$ cat src/rtl/tmr_pkg.sv
`timescale 1ns/1ps
package tmr_pkg;
  typedef enum logic [1:0] {
    MD_13   = 2'd0,
    MD_16   = 2'd1,
    MD_RLD  = 2'd2,
    MD_HALT = 2'd3
  } tmr_mode_e;
endpackage

$ cat src/rtl/tmr_prescale.sv
`timescale 1ns/1ps
module tmr_prescale #(
  parameter int DIV = 6
) (
  input  logic clk,
  input  logic rst_n,
  output logic tick
);
  localparam int PW = (DIV > 2) ? $clog2(DIV) : 1;
  localparam logic [PW-1:0] LAST = PW'(DIV - 1);
  localparam logic [PW-1:0] STEP = PW'(1);

  logic [PW-1:0] phase;

  assign tick = (phase == LAST);

  always_ff @(posedge clk or negedge rst_n) begin
    if (!rst_n)    phase <= '0;
    else if (tick) phase <= '0;
    else           phase <= phase + STEP;
  end

  // two ticks never come back to back
  AST_TICK_SPACING: assert property (@(posedge clk) disable iff (!rst_n)
    tick |=> !tick);
endmodule

$ cat src/rtl/tmr_evt_edge.sv
`timescale 1ns/1ps
module tmr_evt_edge (
  input  logic clk,
  input  logic rst_n,
  input  logic tick,
  input  logic evt_in,
  output logic fall
);
  logic last_smp;

  always_ff @(posedge clk or negedge rst_n) begin
    if (!rst_n)    last_smp <= 1'b0;
    else if (tick) last_smp <= evt_in;
  end

  assign fall = tick & last_smp & ~evt_in;
endmodule

$ cat src/rtl/tmr_core.sv
`timescale 1ns/1ps
module tmr_core
  import tmr_pkg::*;
#(
  parameter int CW    = 8,
  parameter int M0_LO = 5
) (
  input  logic          clk,
  input  logic          rst_n,
  input  logic          step,
  input  tmr_mode_e     mode,
  input  logic          wr_en,
  input  logic          wr_sel,
  input  logic [CW-1:0] wr_data,
  input  logic          clr,
  output logic [CW-1:0] lo,
  output logic [CW-1:0] hi,
  output logic          flag
);
  localparam int M0W = CW + M0_LO;
  localparam logic [M0W:0]  ONE_M0  = (M0W+1)'(1);
  localparam logic [2*CW:0] ONE_M1  = (2*CW+1)'(1);
  localparam logic [CW-1:0] ONE_B   = CW'(1);

  logic [M0W:0]  sum_m0;
  logic [2*CW:0] sum_m1;
  logic [CW-1:0] lo_n, hi_n;
  logic          wrap;

  assign sum_m0 = {1'b0, hi, lo[M0_LO-1:0]} + ONE_M0;
  assign sum_m1 = {1'b0, hi, lo} + ONE_M1;

  always_comb begin
    lo_n = lo;
    hi_n = hi;
    wrap = 1'b0;
    if (wr_en) begin
      if (wr_sel) hi_n = wr_data;
      else        lo_n = wr_data;
    end else if (step) begin
      case (mode)
        MD_13: begin
          lo_n = {lo[CW-1:M0_LO], sum_m0[M0_LO-1:0]};
          hi_n = sum_m0[M0W-1:M0_LO];
          wrap = sum_m0[M0W];
        end
        MD_16: begin
          lo_n = sum_m1[CW-1:0];
          hi_n = sum_m1[2*CW-1:CW];
          wrap = sum_m1[2*CW];
        end
        MD_RLD: begin
          if (&lo) begin
            lo_n = hi;
            wrap = 1'b1;
          end else begin
            lo_n = lo + ONE_B;
          end
        end
        default: ;
      endcase
    end
  end

  always_ff @(posedge clk or negedge rst_n) begin
    if (!rst_n) begin
      lo   <= '0;
      hi   <= '0;
      flag <= 1'b0;
    end else begin
      lo   <= lo_n;
      hi   <= hi_n;
      flag <= wrap | (flag & ~clr);
    end
  end

  AST_WRITE_WINS: assert property (@(posedge clk) disable iff (!rst_n)
    (wr_en && !wr_sel) |=> (lo == $past(wr_data)));
  AST_HALT_HOLDS: assert property (@(posedge clk) disable iff (!rst_n)
    (mode == MD_HALT && !wr_en) |=> ($stable(lo) && $stable(hi)));
  AST_RELOAD_HI_FIXED: assert property (@(posedge clk) disable iff (!rst_n)
    (mode == MD_RLD && !wr_en) |=> $stable(hi));
  AST_M0_TOP_BITS: assert property (@(posedge clk) disable iff (!rst_n)
    (mode == MD_13 && !wr_en) |=> $stable(lo[CW-1:M0_LO]));
  AST_FLAG_STICKY: assert property (@(posedge clk) disable iff (!rst_n)
    (flag && !clr) |=> flag);
  AST_IDLE_HOLD: assert property (@(posedge clk) disable iff (!rst_n)
    (!step && !wr_en) |=> ($stable(lo) && $stable(hi)));
endmodule

$ cat src/rtl/tmr_chan.sv
`timescale 1ns/1ps
module tmr_chan
  import tmr_pkg::*;
#(
  parameter int DIV   = 6,
  parameter int CW    = 8,
  parameter int M0_LO = 5
) (
  input  logic          clk,
  input  logic          rst_n,
  input  logic          wr_en,
  input  logic          wr_sel,
  input  logic [CW-1:0] wr_data,
  input  logic          clr_flag,
  input  logic          cfg_run,
  input  logic          cfg_gate,
  input  logic          cfg_ext_src,
  input  logic [1:0]    cfg_mode,
  input  logic          gate_in,
  input  logic          evt_in,
  output logic [CW-1:0] cnt_lo,
  output logic [CW-1:0] cnt_hi,
  output logic          ovf_flag
);
  tmr_mode_e mode;
  logic      tick, fall, enable, step;

  assign mode   = tmr_mode_e'(cfg_mode);
  assign enable = cfg_run & (~cfg_gate | gate_in) & (mode != MD_HALT);
  assign step   = enable & (cfg_ext_src ? fall : tick);

  tmr_prescale #(.DIV(DIV)) u_pre (
    .clk   (clk),
    .rst_n (rst_n),
    .tick  (tick)
  );

  tmr_evt_edge u_edge (
    .clk    (clk),
    .rst_n  (rst_n),
    .tick   (tick),
    .evt_in (evt_in),
    .fall   (fall)
  );

  tmr_core #(.CW(CW), .M0_LO(M0_LO)) u_core (
    .clk     (clk),
    .rst_n   (rst_n),
    .step    (step),
    .mode    (mode),
    .wr_en   (wr_en),
    .wr_sel  (wr_sel),
    .wr_data (wr_data),
    .clr     (clr_flag),
    .lo      (cnt_lo),
    .hi      (cnt_hi),
    .flag    (ovf_flag)
  );

  AST_GATE_CLOSED: assert property (@(posedge clk) disable iff (!rst_n)
    (cfg_run && cfg_gate && !gate_in && !wr_en) |=>
      ($stable(cnt_lo) && $stable(cnt_hi)));
  AST_RUN_OFF_HOLD: assert property (@(posedge clk) disable iff (!rst_n)
    (!cfg_run && !wr_en) |=> ($stable(cnt_lo) && $stable(cnt_hi)));
endmodule

$ cat config.mk
export PLATFORM = sky130hd
export DESIGN_NAME = tmr_chan
export DESIGN_NICKNAME = d
export VERILOG_FILES = /design/src/rtl/tmr_pkg.sv /design/src/rtl/tmr_prescale.sv /design/src/rtl/tmr_evt_edge.sv /design/src/rtl/tmr_core.sv /design/src/rtl/tmr_chan.sv
export SDC_FILE = /design/constraint.sdc
export NUM_CORES = 1
export LEC_CHECK = 0
export BUFFER_PORTS_ARGS = -buffer_cell sky130_fd_sc_hd__buf_2
export CORE_MARGIN = 5
export CORE_UTILIZATION = 45
export DETAILED_ROUTE_END_ITERATION = 16
export GPL_TIMING_DRIVEN = 0
export PLACE_DENSITY_LB_ADDON = 0.25
export SLEW_MARGIN = 0
export SYNTH_ARGS = -nofsm -noshare
export SYNTH_HDL_FRONTEND = slang
export SYNTH_HIERARCHICAL = 1
export SYNTH_SLANG_ARGS = --single-unit
$ cat constraint.sdc
create_clock -name clk -period 5.1 [get_ports clk]
set_input_delay 0.765 -clock clk [delete_from_list [all_inputs] [get_ports clk]]
set_output_delay 0.765 -clock clk [all_outputs]
set_load 0.005 [all_outputs]
==> reports/summary.txt, run 1 <==
run status = completed
origin of the critical flop-to-flop path = u_pre/phase[1]
synth unique cells = 45
Int Pwr = 0.2705 mW
WP buf/inv = 1
Max-Cap Viols = 0
wire length of the first global-routing pass = 6589 um
CP Launch Type = flip-flop
VDD IR max = 109.8 uV
hold buffers post-CTS = 0
Post-Syn Instances = 181
logic gate share of total power = 29.2%
HPWL Detailed = 3026 um
fraction of layout cells with a size suffix above 1 = 24.89%
gr busiest metal = met2
Clock Sink Count = 21
overall power = 0.4250 mW
Worst EP required = 5.37 ns
total track usage = 18.47%
Resized cells post-CTS = 0
drt via density = 5.708
sequential area share after synthesis = 34.31%
dominant cell type by area after synthesis = dfrtp_1
row cnt = 21
vias = 1524
FF+latch area = 525.5 sq um
sw frac = 36.35%
yosys warns = 6
number of synthesized flops with an enable pin = 0
GRT met1 Usage = 25.48%
Synth top area share = 34.31%
die height = 68.34 um
Layout Area Growth over Synthesis = 17.32%
layout net count = 247
fin crit period = 2.726 ns
Place WS = 2.183 ns
pwr dens = 236.6 nW/um^2
Avg WL per Cell = 14.79 um
largest net degree at the start of global routing = 22
leakage power = 0.8151 nW
syn avg cell area = 8.461 sq um
CP startpoint = u_pre/phase[1]
Tcrit/Tclk final = 53.44%
worst path cell trace = inv_1 -> and3_1 -> and3b_2 -> mux2i_1 -> a2111oi_2 -> or2b_2 -> o21a_1 -> or4_1 -> a21oi_1 -> a221o_2
Final Slew Violations = 0
main flop type after synthesis = dfrtp_1
clock slew at reported path FFs = 0.13 ns
Seq pwr share = 50.7%
net switching power = 0.1545 mW
# DRC = 0
Final Hold Viols = 0
Final Routed Wirelength = 3949 um
I/O Pins = 37
kind of end point of the critical path = flip-flop
RSZ-0062 raised after global routing = no
RePlAce Congestion = 0.8552
CP Max Fanout = 4
Slew HR = 52.87%
Setup Skew = 0.01031 ns
placed insts = 263
CTS tree = yes
Setup Viol. Count Final = 0
antenna viol nets, final = 0
Yosys reg bits = 21
Num CTS Buffers = 3
Placed Area = 1769 sq um
residual overflow from global routing = 0
Finished Layout Cells = 267
Starting Density = 46.26%
critical path's slowest cell = a2111oi_2
combined area of the multi-input logic cells = 923.4 sq um
Max Buffers Root-to-Sink = 2
clock share of power = 20.1%
critical path class = flip-flop to flip-flop
die area = 4670 sq um
Die X = 68.34 um
worst hold margin = 0.3871 ns
postcts setup bufs = 0
antenna fix cells = 0
grt met3 use = 2.627%
Crit path arrival time = 3.00 ns
GR Util met2 = 30.20%
synth top area cells = dfrtp_1, o21ai_0, mux2i_1
core area = 3311 sq um
Iteration-0 DRC Markers = 159
Hold WC Path Type = input pin to async pin
H-tree lvl count = 1
worst setup margin = 2.374 ns
ys async rst share = 100.0%
Root Buffer = clkbuf_4
drt pass-1 iters = 4
worst-skew pair later-pin latency = 0.32 ns
final core occ = 54.27%
vias in the first global route = 1440
post-synth net total = 206
setup TNS = 0 ns
worst-margin pin slew = 0.7048 ns
slowest stage delay, CP = 0.41 ns
Buffers on Ports = 36
initial antenna violation count = 0
fin area = 1797 sq um
delay-heaviest family, CP = simple AND/OR/NAND/NOR gates
Max Clock Freq = 366.9 MHz
area of the mapped netlist = 1531 sq um
fillcell total = 332
==> cells in the final DEF, fill, tap and decap left out, types with 2 or more instances in the layout <==
cell | synthesis | layout
inv_1 | 10 | 10
and2_1 | 3 | 3
a32oi_1 | 3 | 3
buf_2 | 3 | 39
nand4_1 | 3 | 3
a21oi_1 | 15 | 15
nand2b_1 | 2 | 2
a221oi_1 | 3 | 3
nor2b_1 | 3 | 3
a22oi_1 | 6 | 6
a31oi_1 | 3 | 3
ha_1 | 5 | 5
o21ai_0 | 19 | 19
mux2i_1 | 8 | 8
clkbuf_4 | 0 | 3
dfrtp_1 | 21 | 21
nand3_1 | 4 | 4
and3_1 | 3 | 3
buf_6 | 2 | 2
o22ai_1 | 2 | 2
nor3_1 | 8 | 8
nand2_1 | 15 | 15
nor2_1 | 17 | 17
==> per-layer routing <==
layer,routed length (um),up-vias
met4,33,0
met5,0,-
met2,1853,49
met3,236,4
met1,1826,712
li1,-,759
==> synth_stat cells (2+ instances only) <==
master     n
a21oi_1   15
a221oi_1   3
a22oi_1    6
a31oi_1    3
a32oi_1    3
and2_1     3
and3_1     3
buf_2      3
buf_6      2
dfrtp_1   21
ha_1       5
inv_1     10
mux2i_1    8
nand2_1   15
nand2b_1   2
nand3_1    4
nand4_1    3
nor2_1    17
nor2b_1    3
nor3_1     8
o21ai_0   19
o22ai_1    2
==> final cells by class <==
| class | instances | area share, % |
|---|---|---|
| Timing Repair Buffer | 36 | 10.03 |
| Clock buffer | 3 | 1.253 |
| Inverter | 10 | 2.089 |
| Buffer | 6 | 2.507 |
| Multi-Input combinational cell | 144 | 51.39 |
| Tap cell | 46 | 3.203 |
| Sequential cell | 21 | 29.25 |
| Clock inverter | 1 | 0.2786 |
==> registers in the layout, indices dropped and copies added, names as in the netlist <==
| register | cells |
|---|---|
| u_pre/phase | 3 |
| u_core/flag | 1 |
| u_edge/last_smp | 1 |
| u_core/hi | 8 |
| u_core/lo | 8 |
==> cell families (layout without fill, tap and decap cells) <==
family / Yosys count / in the layout / share of synthesized area (%)
flops: 21 / 21 / 34.31
mux: 9 / 9 / 6.209
fa+ha+maj: 5 / 5 / 4.085
buf+inv: 16 / 56 / 5.392
compound gates: 62 / 62 / 26.96
simple gates: 66 / 66 / 21.90
xor+xnor: 2 / 2 / 1.144
==> path summary, 6_finish.rpt <==
check	end	slack, ns	cells past startpoint
worst max-delay path	u_core/hi[4]	2.37	10
worst min-delay path	u_core/lo[6]	0.39	1
worst max register to register	u_core/hi[4]	2.37	10
worst min register to register	u_pre/phase[0]	0.49	1
max in group asynchronous	u_core/lo[3]	4.37	1
min in group clk	u_pre/phase[0]	0.49	1
==> power by group through the flow <==
stage	Clock (mW)	Combinational, mW	Sequential (mW)
after floorplan	0	0.0728	0.215
after global placement	0	0.123	0.219
after detailed placement	0	0.123	0.219
after CTS	0.0873	0.124	0.215
after global routing	0.0905	0.142	0.220
final	0.0856	0.124	0.215
No activity file was read; power rests on OpenSTA's default activity.
==> run 2: changes to the inputs <==
Clock period 5.1 ns to 2.6 ns, I/O delays scaled along.
==> run 2 against run 1 <==
  * First-iteration DRC count up 9.4%
  * Total power up 97%
  * Via count up 0.66%
  * Cell count up 0.37%
  * Design area up 2.0%
  * Critical path depth unchanged
  * Combinational power up 99%
  * Register-to-register slack worse by 2.3 ns
  * Non-clock buffer count up 1
  * Sequential power up 97%
  * Critical endpoint unchanged
==> reports/summary.txt, run 2 (synthesis gave the netlist of run 1 again) <==
run status = completed
fillcell total = 332 (unchanged)
# DRC = 0 (unchanged)
sw frac = 36.48% (+0.14 points)
Worst EP required = 2.87 ns (-2.50 ns)
die area = 4670 sq um (unchanged)
kind of end point of the critical path = flip-flop
Tcrit/Tclk final = 95.37% (+42 points)
Buffers on Ports = 36 (unchanged)
Seq pwr share = 50.6% (about the same)
residual overflow from global routing = 0 (unchanged)
CP Max Fanout = 4 (unchanged)
wire length of the first global-routing pass = 6748 um (+2.4%)
Max-Cap Viols = 0 (unchanged)
leakage power = 0.8227 nW (+0.93%)
RSZ-0062 raised after global routing = no
HPWL Detailed = 3026 um (unchanged)
most frequent cells in the layout = buf_2, dfrtp_1, o21ai_0
Iteration-0 DRC Markers = 174 (+9.4%)
I/O Pins = 37 (unchanged)
drt via density = 5.724 (+0.28%)
delay-heaviest family, CP = simple AND/OR/NAND/NOR gates
critical path class = flip-flop to flip-flop
Int Pwr = 0.5314 mW (+96%)
VDD IR max = 215.1 uV (+96%)
largest net degree at the start of global routing = 22 (unchanged)
WP buf/inv = 1 (unchanged)
Setup Skew = 0.01132 ns (+0.001009 ns)
Max Clock Freq = 403.3 MHz (+9.9%)
row cnt = 21 (unchanged)
net switching power = 0.3053 mW (+98%)
Final Hold Viols = 0 (unchanged)
Layout Area Growth over Synthesis = 19.61%
top flop regs = u_core/hi: 8 flops, u_core/lo: 8 flops, u_pre/phase: 3 flops
setup TNS = 0 ns (unchanged)
total track usage = 18.91% (+0.45 points)
Num CTS Buffers = 3 (unchanged)
most common cell after layout, fill and taps aside = buf_2
Crit path arrival time = 2.75 ns (-0.25 ns)
antenna viol nets, final = 0 (unchanged)
antenna fix cells = 0 (unchanged)
layout net count = 248 (+0.40%)
Avg WL per Cell = 15.25 um (+3.1%)
fin crit period = 2.480 ns (-0.2460 ns)
final core occ = 55.33% (+1.1 points)
Starting Density = 46.26% (unchanged)
Die X = 68.34 um (unchanged)
pwr dens = 456.8 nW/um^2 (+93%)
critical path's slowest cell = or4_4
worst-skew pair later-pin latency = 0.31 ns (about the same)
worst path cell trace = inv_2 -> and3_4 -> and3b_2 -> mux2i_1 -> a2111oi_4 -> or2b_4 -> o21a_1 -> or4_4 -> a21oi_2 -> a221o_2
logic gate share of total power = 29.6% (+0.4 points)
CTS tree = yes
die height = 68.34 um (unchanged)
worst-margin pin slew = 0.6976 ns (-0.007231 ns)
hold buffers post-CTS = 0 (unchanged)
core area = 3311 sq um (unchanged)
H-tree lvl count = 1 (unchanged)
Hold WC Path Type = input pin to async pin
fraction of layout cells with a size suffix above 1 = 27.03% (+2.1 points)
Final Routed Wirelength = 4087 um (+3.5%)
slowest stage delay, CP = 0.43 ns (+0.02 ns)
Slew HR = 53.35% (+0.48 points)
vias = 1534 (+0.66%)
Final Slew Violations = 0 (unchanged)
RePlAce Congestion = 0.8552 (unchanged)
vias in the first global route = 1451 (+0.76%)
Root Buffer = clkbuf_4
Clock Sink Count = 21 (unchanged)
Max Buffers Root-to-Sink = 2 (unchanged)
CP Launch Type = flip-flop
Setup Viol. Count Final = 0 (unchanged)
drt pass-1 iters = 4 (unchanged)
clock share of power = 19.9% (-0.2 points)
clock slew at reported path FFs = 0.13 ns (about the same)
initial antenna violation count = 0 (unchanged)
run 2: cell count changes in the layout (fill, tap and decap cells not counted), sizes merged:
cell / change
buf: +1
run 2: through the flow:
step	worst slack (ns)	area, sq um	hold slack, ns	power [mW]	cells
floorplan	0.1738	1531	0.09441	0.5644	181
CTS	0.008463	1824	0.02756	0.8376	268
detailed placement	-0.07035	1769	0.3799	0.6703	263
global placement	-0.08054	1769	0.3775	0.6689	263
finish	0.1203	1832	0.01953	0.8367	268
global route	0.004659	1832	0.05225	0.8906	268
run 2: area by class of cell:
class                      instances  area [sq um]  share of cell area (%)
clock buffer                       3         22.52                   1.230
tap                               46         57.56                   3.142
multi-input combinational        144         950.9                   51.91
sequential                        21         525.5                   28.69
inverter                          10         37.54                   2.049
clock inverter                     1         5.005                  0.2732
buffer                             6         45.04                   2.459
timing repair buffer              37         187.7                   10.25
run 2: power by group through the flow:
stage                     Combinational (mW)  Clock, mW  Sequential (mW)
after global placement                 0.240          0            0.429
after floorplan                        0.143          0            0.422
after global routing                   0.282      0.178            0.431
after CTS                              0.244      0.171            0.422
final                                  0.247      0.166            0.423
after detailed placement               0.241          0            0.429
run 2: final timing paths:
check                                        to  cells past startpoint            from  slack [ns]
worst max-delay path               u_core/hi[4]                     10  u_pre/phase[1]        0.12
worst min-delay path               u_core/lo[6]                      1           rst_n        0.02
worst max register to register     u_core/hi[4]                     10  u_pre/phase[1]        0.12
worst min register to register   u_pre/phase[0]                      1  u_pre/phase[0]        0.51
max in group asynchronous          u_core/lo[3]                      1           rst_n        2.23
min in group clk                u_edge/last_smp                      2          evt_in        0.32
run 2: worst reg2reg max path: stages (launching register included):
cell and delay (ns):
dfrtp_1 0.40, inv_2 0.07, and3_4 0.19, and3b_2 0.17
mux2i_1 0.10, a2111oi_4 0.30, or2b_4 0.33, o21a_1 0.21
or4_4 0.43, a21oi_2 0.13, a221o_2 0.11
run 2: layer usage:
metal  up-vias  share of wire [%]  routed length [um]  GRT usage, %
li1        754                  -                   -             -
met1       725                 46                1872         25.99
met2        53                 47                1930         30.93
met3         2                6.5                 266         2.791
met4         0               0.42                  17         4.963
met5         -                  0                   0             0
run 2: what timing repair did:
action | CTS | global route
endpoints found under the setup margin | 1 | 3
buffers inserted | 1 | 0
pin swaps | 1 | 3
gates resized for setup | 3 | 3
==> run 3: changes to the inputs <==
Settings changed: CORE_UTILIZATION 45 to 53.
==> run 3 against run 2 <==
  * Cell count decreased by 4.1%
  * Global-route usage increased by 2.8 points
  * Sequential share of layout area about the same
  * Wire length increased by 2.6%
  * Worst setup slack got worse by 0.0070 ns
  * Critical path type unchanged
  * Total power increased by 0.34%
  * Register-to-register slack about the same
  * Sequential cell count unchanged
  * Hold slack got worse by 0.0051 ns
==> reports/summary.txt, run 3 (synthesis gave the netlist of run 1 again) <==
largest net degree at the start of global routing = 22 (unchanged)
Setup Viol. Count Final = 0 (unchanged)
fin area = 1829 sq um (-0.14%)
run status = completed
wire length of the first global-routing pass = 7169 um (+6.2%)
Final Routed Wirelength = 4194 um (+2.6%)
Clock Sink Count = 21 (unchanged)
Setup Skew = 0.003380 ns (-0.007939 ns)
Max Buffers Root-to-Sink = 2 (unchanged)
most common cell after layout, fill and taps aside = buf_2
leakage power = 0.8400 nW (+2.1%)
antenna viol nets, final = 0 (unchanged)
vias = 1647 (+7.4%)
pwr dens = 459.0 nW/um^2 (+0.48%)
Root Buffer = clkbuf_4
H-tree lvl count = 1 (unchanged)
VDD IR max = 412.1 uV (+92%)
Starting Density = 55.54% (+9.3 points)
Max Clock Freq = 402.1 MHz (-0.28%)
top flop regs = u_core/hi: 8 flops, u_core/lo: 8 flops, u_pre/phase: 3 flops
critical path class = flip-flop to flip-flop
I/O Pins = 37 (unchanged)
Placed Area = 1750 sq um (-1.1%)
CP Launch Type = flip-flop
core area = 2758 sq um (-17%)
Layout Area Growth over Synthesis = 19.44%
RSZ-0062 raised after global routing = no
Slew HR = 51.62% (-1.7 points)
Worst EP required = 2.86 ns (about the same)
antenna fix cells = 0 (unchanged)
Iteration-0 DRC Markers = 148 (-15%)
kind of end point of the critical path = flip-flop
drt pass-1 iters = 5 (+1)
vias in the first global route = 1513 (+4.3%)
Hold WC Path Type = input pin to async pin
CTS tree = yes
Num CTS Buffers = 3 (unchanged)
worst-margin pin slew = 0.7234 ns (+0.02586 ns)
initial antenna violation count = 0 (unchanged)
# DRC = 0 (unchanged)
drt via density = 6.409 (+12%)
Final Slew Violations = 0 (unchanged)
most frequent cells in the layout = buf_2, dfrtp_1, o21ai_0
residual overflow from global routing = 0 (unchanged)
Buffers on Ports = 36 (unchanged)
worst-skew pair later-pin latency = 0.31 ns (about the same)
Die X = 63.76 um (-6.7%)
die height = 63.76 um (-6.7%)
Avg WL per Cell = 16.32 um (+7.0%)
CP Max Fanout = 4 (unchanged)
RePlAce Congestion = 0.9397 (+9.9%)
total track usage = 21.74% (+2.8 points)
HPWL Detailed = 3155 um (+4.3%)
row cnt = 19 (-9.5%)
Max-Cap Viols = 0 (unchanged)
hold buffers post-CTS = 0 (unchanged)
die area = 4065 sq um (-13%)
Crit path arrival time = 2.75 ns (about the same)
fraction of layout cells with a size suffix above 1 = 27.88% (+0.85 points)
worst hold margin = 0.01441 ns (-0.005123 ns)
layout net count = 252 (+1.6%)
clock slew at reported path FFs = 0.12 ns (about the same)
Tcrit/Tclk final = 95.64% (+0.27 points)
fin crit period = 2.487 ns (+0.007044 ns)
Final Hold Viols = 0 (unchanged)
==> run 3: changes by cell type in the layout (fill, tap and decap cells not counted) <==
| cell | previous run | this run |
|---|---|---|
| o21ai_1 | 1 | 2 |
| buf_4 | 2 | 6 |
| a2111oi_2 | 0 | 1 |
| clkbuf_1 | 0 | 1 |
| o21ai_0 | 19 | 18 |
| a2111oi_4 | 1 | 0 |
| clkinv_2 | 1 | 0 |
==> run 3: cell type report <==
cell class / count / area, sq um
inverter: 10 / 37.54
timing repair buffer: 41 / 217.7
fill: 228 / 928.4
buffer: 6 / 45.04
sequential: 21 / 525.5
tap: 31 / 38.79
clock buffer: 4 / 26.28
multi-input combinational: 144 / 938.4
==> run 3: metrics by stage <==
stage	util, %	power (mW)	cells	setup TNS [ns]	setup WS (ns)
after floorplan	-	0.5644	181	0	0.1738
after global placement	63.48	0.6632	248	-0.02678	-0.02678
after detailed placement	63.48	0.6747	248	-0.03697	-0.03697
after CTS	64.97	0.8408	253	0	0.01987
after global routing	66.33	0.9062	257	0	0.007373
final	66.33	0.8396	257	0	0.1133
==> run 3: where the power goes <==
| part | total (mW) | internal [mW] | switching [mW] |
|---|---|---|---|
| Clock | 0.164 | 0.0601 | 0.104 |
| Combinational | 0.250 | 0.110 | 0.140 |
| Sequential | 0.425 | 0.364 | 0.0609 |
| Total | 0.840 | 0.535 | 0.305 |
==> run 3: worst paths after layout <==
| check | startpoint | endpoint | slack (ns) | cells after the start |
|---|---|---|---|---|
| min in group clk | evt_in | u_edge/last_smp | 0.32 | 2 |
| max in group asynchronous | rst_n | u_pre/phase[2] | 2.26 | 1 |
| worst min register to register | u_core/flag | u_core/flag | 0.51 | 2 |
| worst min-delay path | rst_n | u_core/lo[4] | 0.01 | 1 |
| worst max register to register | u_pre/phase[1] | u_core/hi[4] | 0.11 | 10 |
| worst max-delay path | u_pre/phase[1] | u_core/hi[4] | 0.11 | 10 |
==> run 3: what timing repair did <==
item                       in CTS  in global routing
gates cloned                    0                  0
pin swaps                       1                  2
setup endpoints to repair       1                  8
gates resized for setup         2                  4
buffers inserted                1                  4
==> run 3: worst max-delay path, cell delays in order, from the launching register on <==
cell and delay [ns]:
dfrtp_1 0.39, inv_2 0.07, and3_4 0.18, and3b_2 0.17, mux2i_1 0.08, a2111oi_2 0.33
or2b_4 0.33, o21a_1 0.21, or4_4 0.42, a21oi_2 0.14, a221o_2 0.12
==> run 3: metal layers <==
metal / up-vias / share of wire [%] / track usage, % / routed length, um
li1: 766 / - / - / -
met1: 776 / 42 / 30.31 / 1763
met2: 92 / 46 / 33.63 / 1923
met3: 13 / 9.9 / 4.028 / 415
met4: 0 / 2.2 / 8.052 / 91
met5: - / 0 / 0 / 0
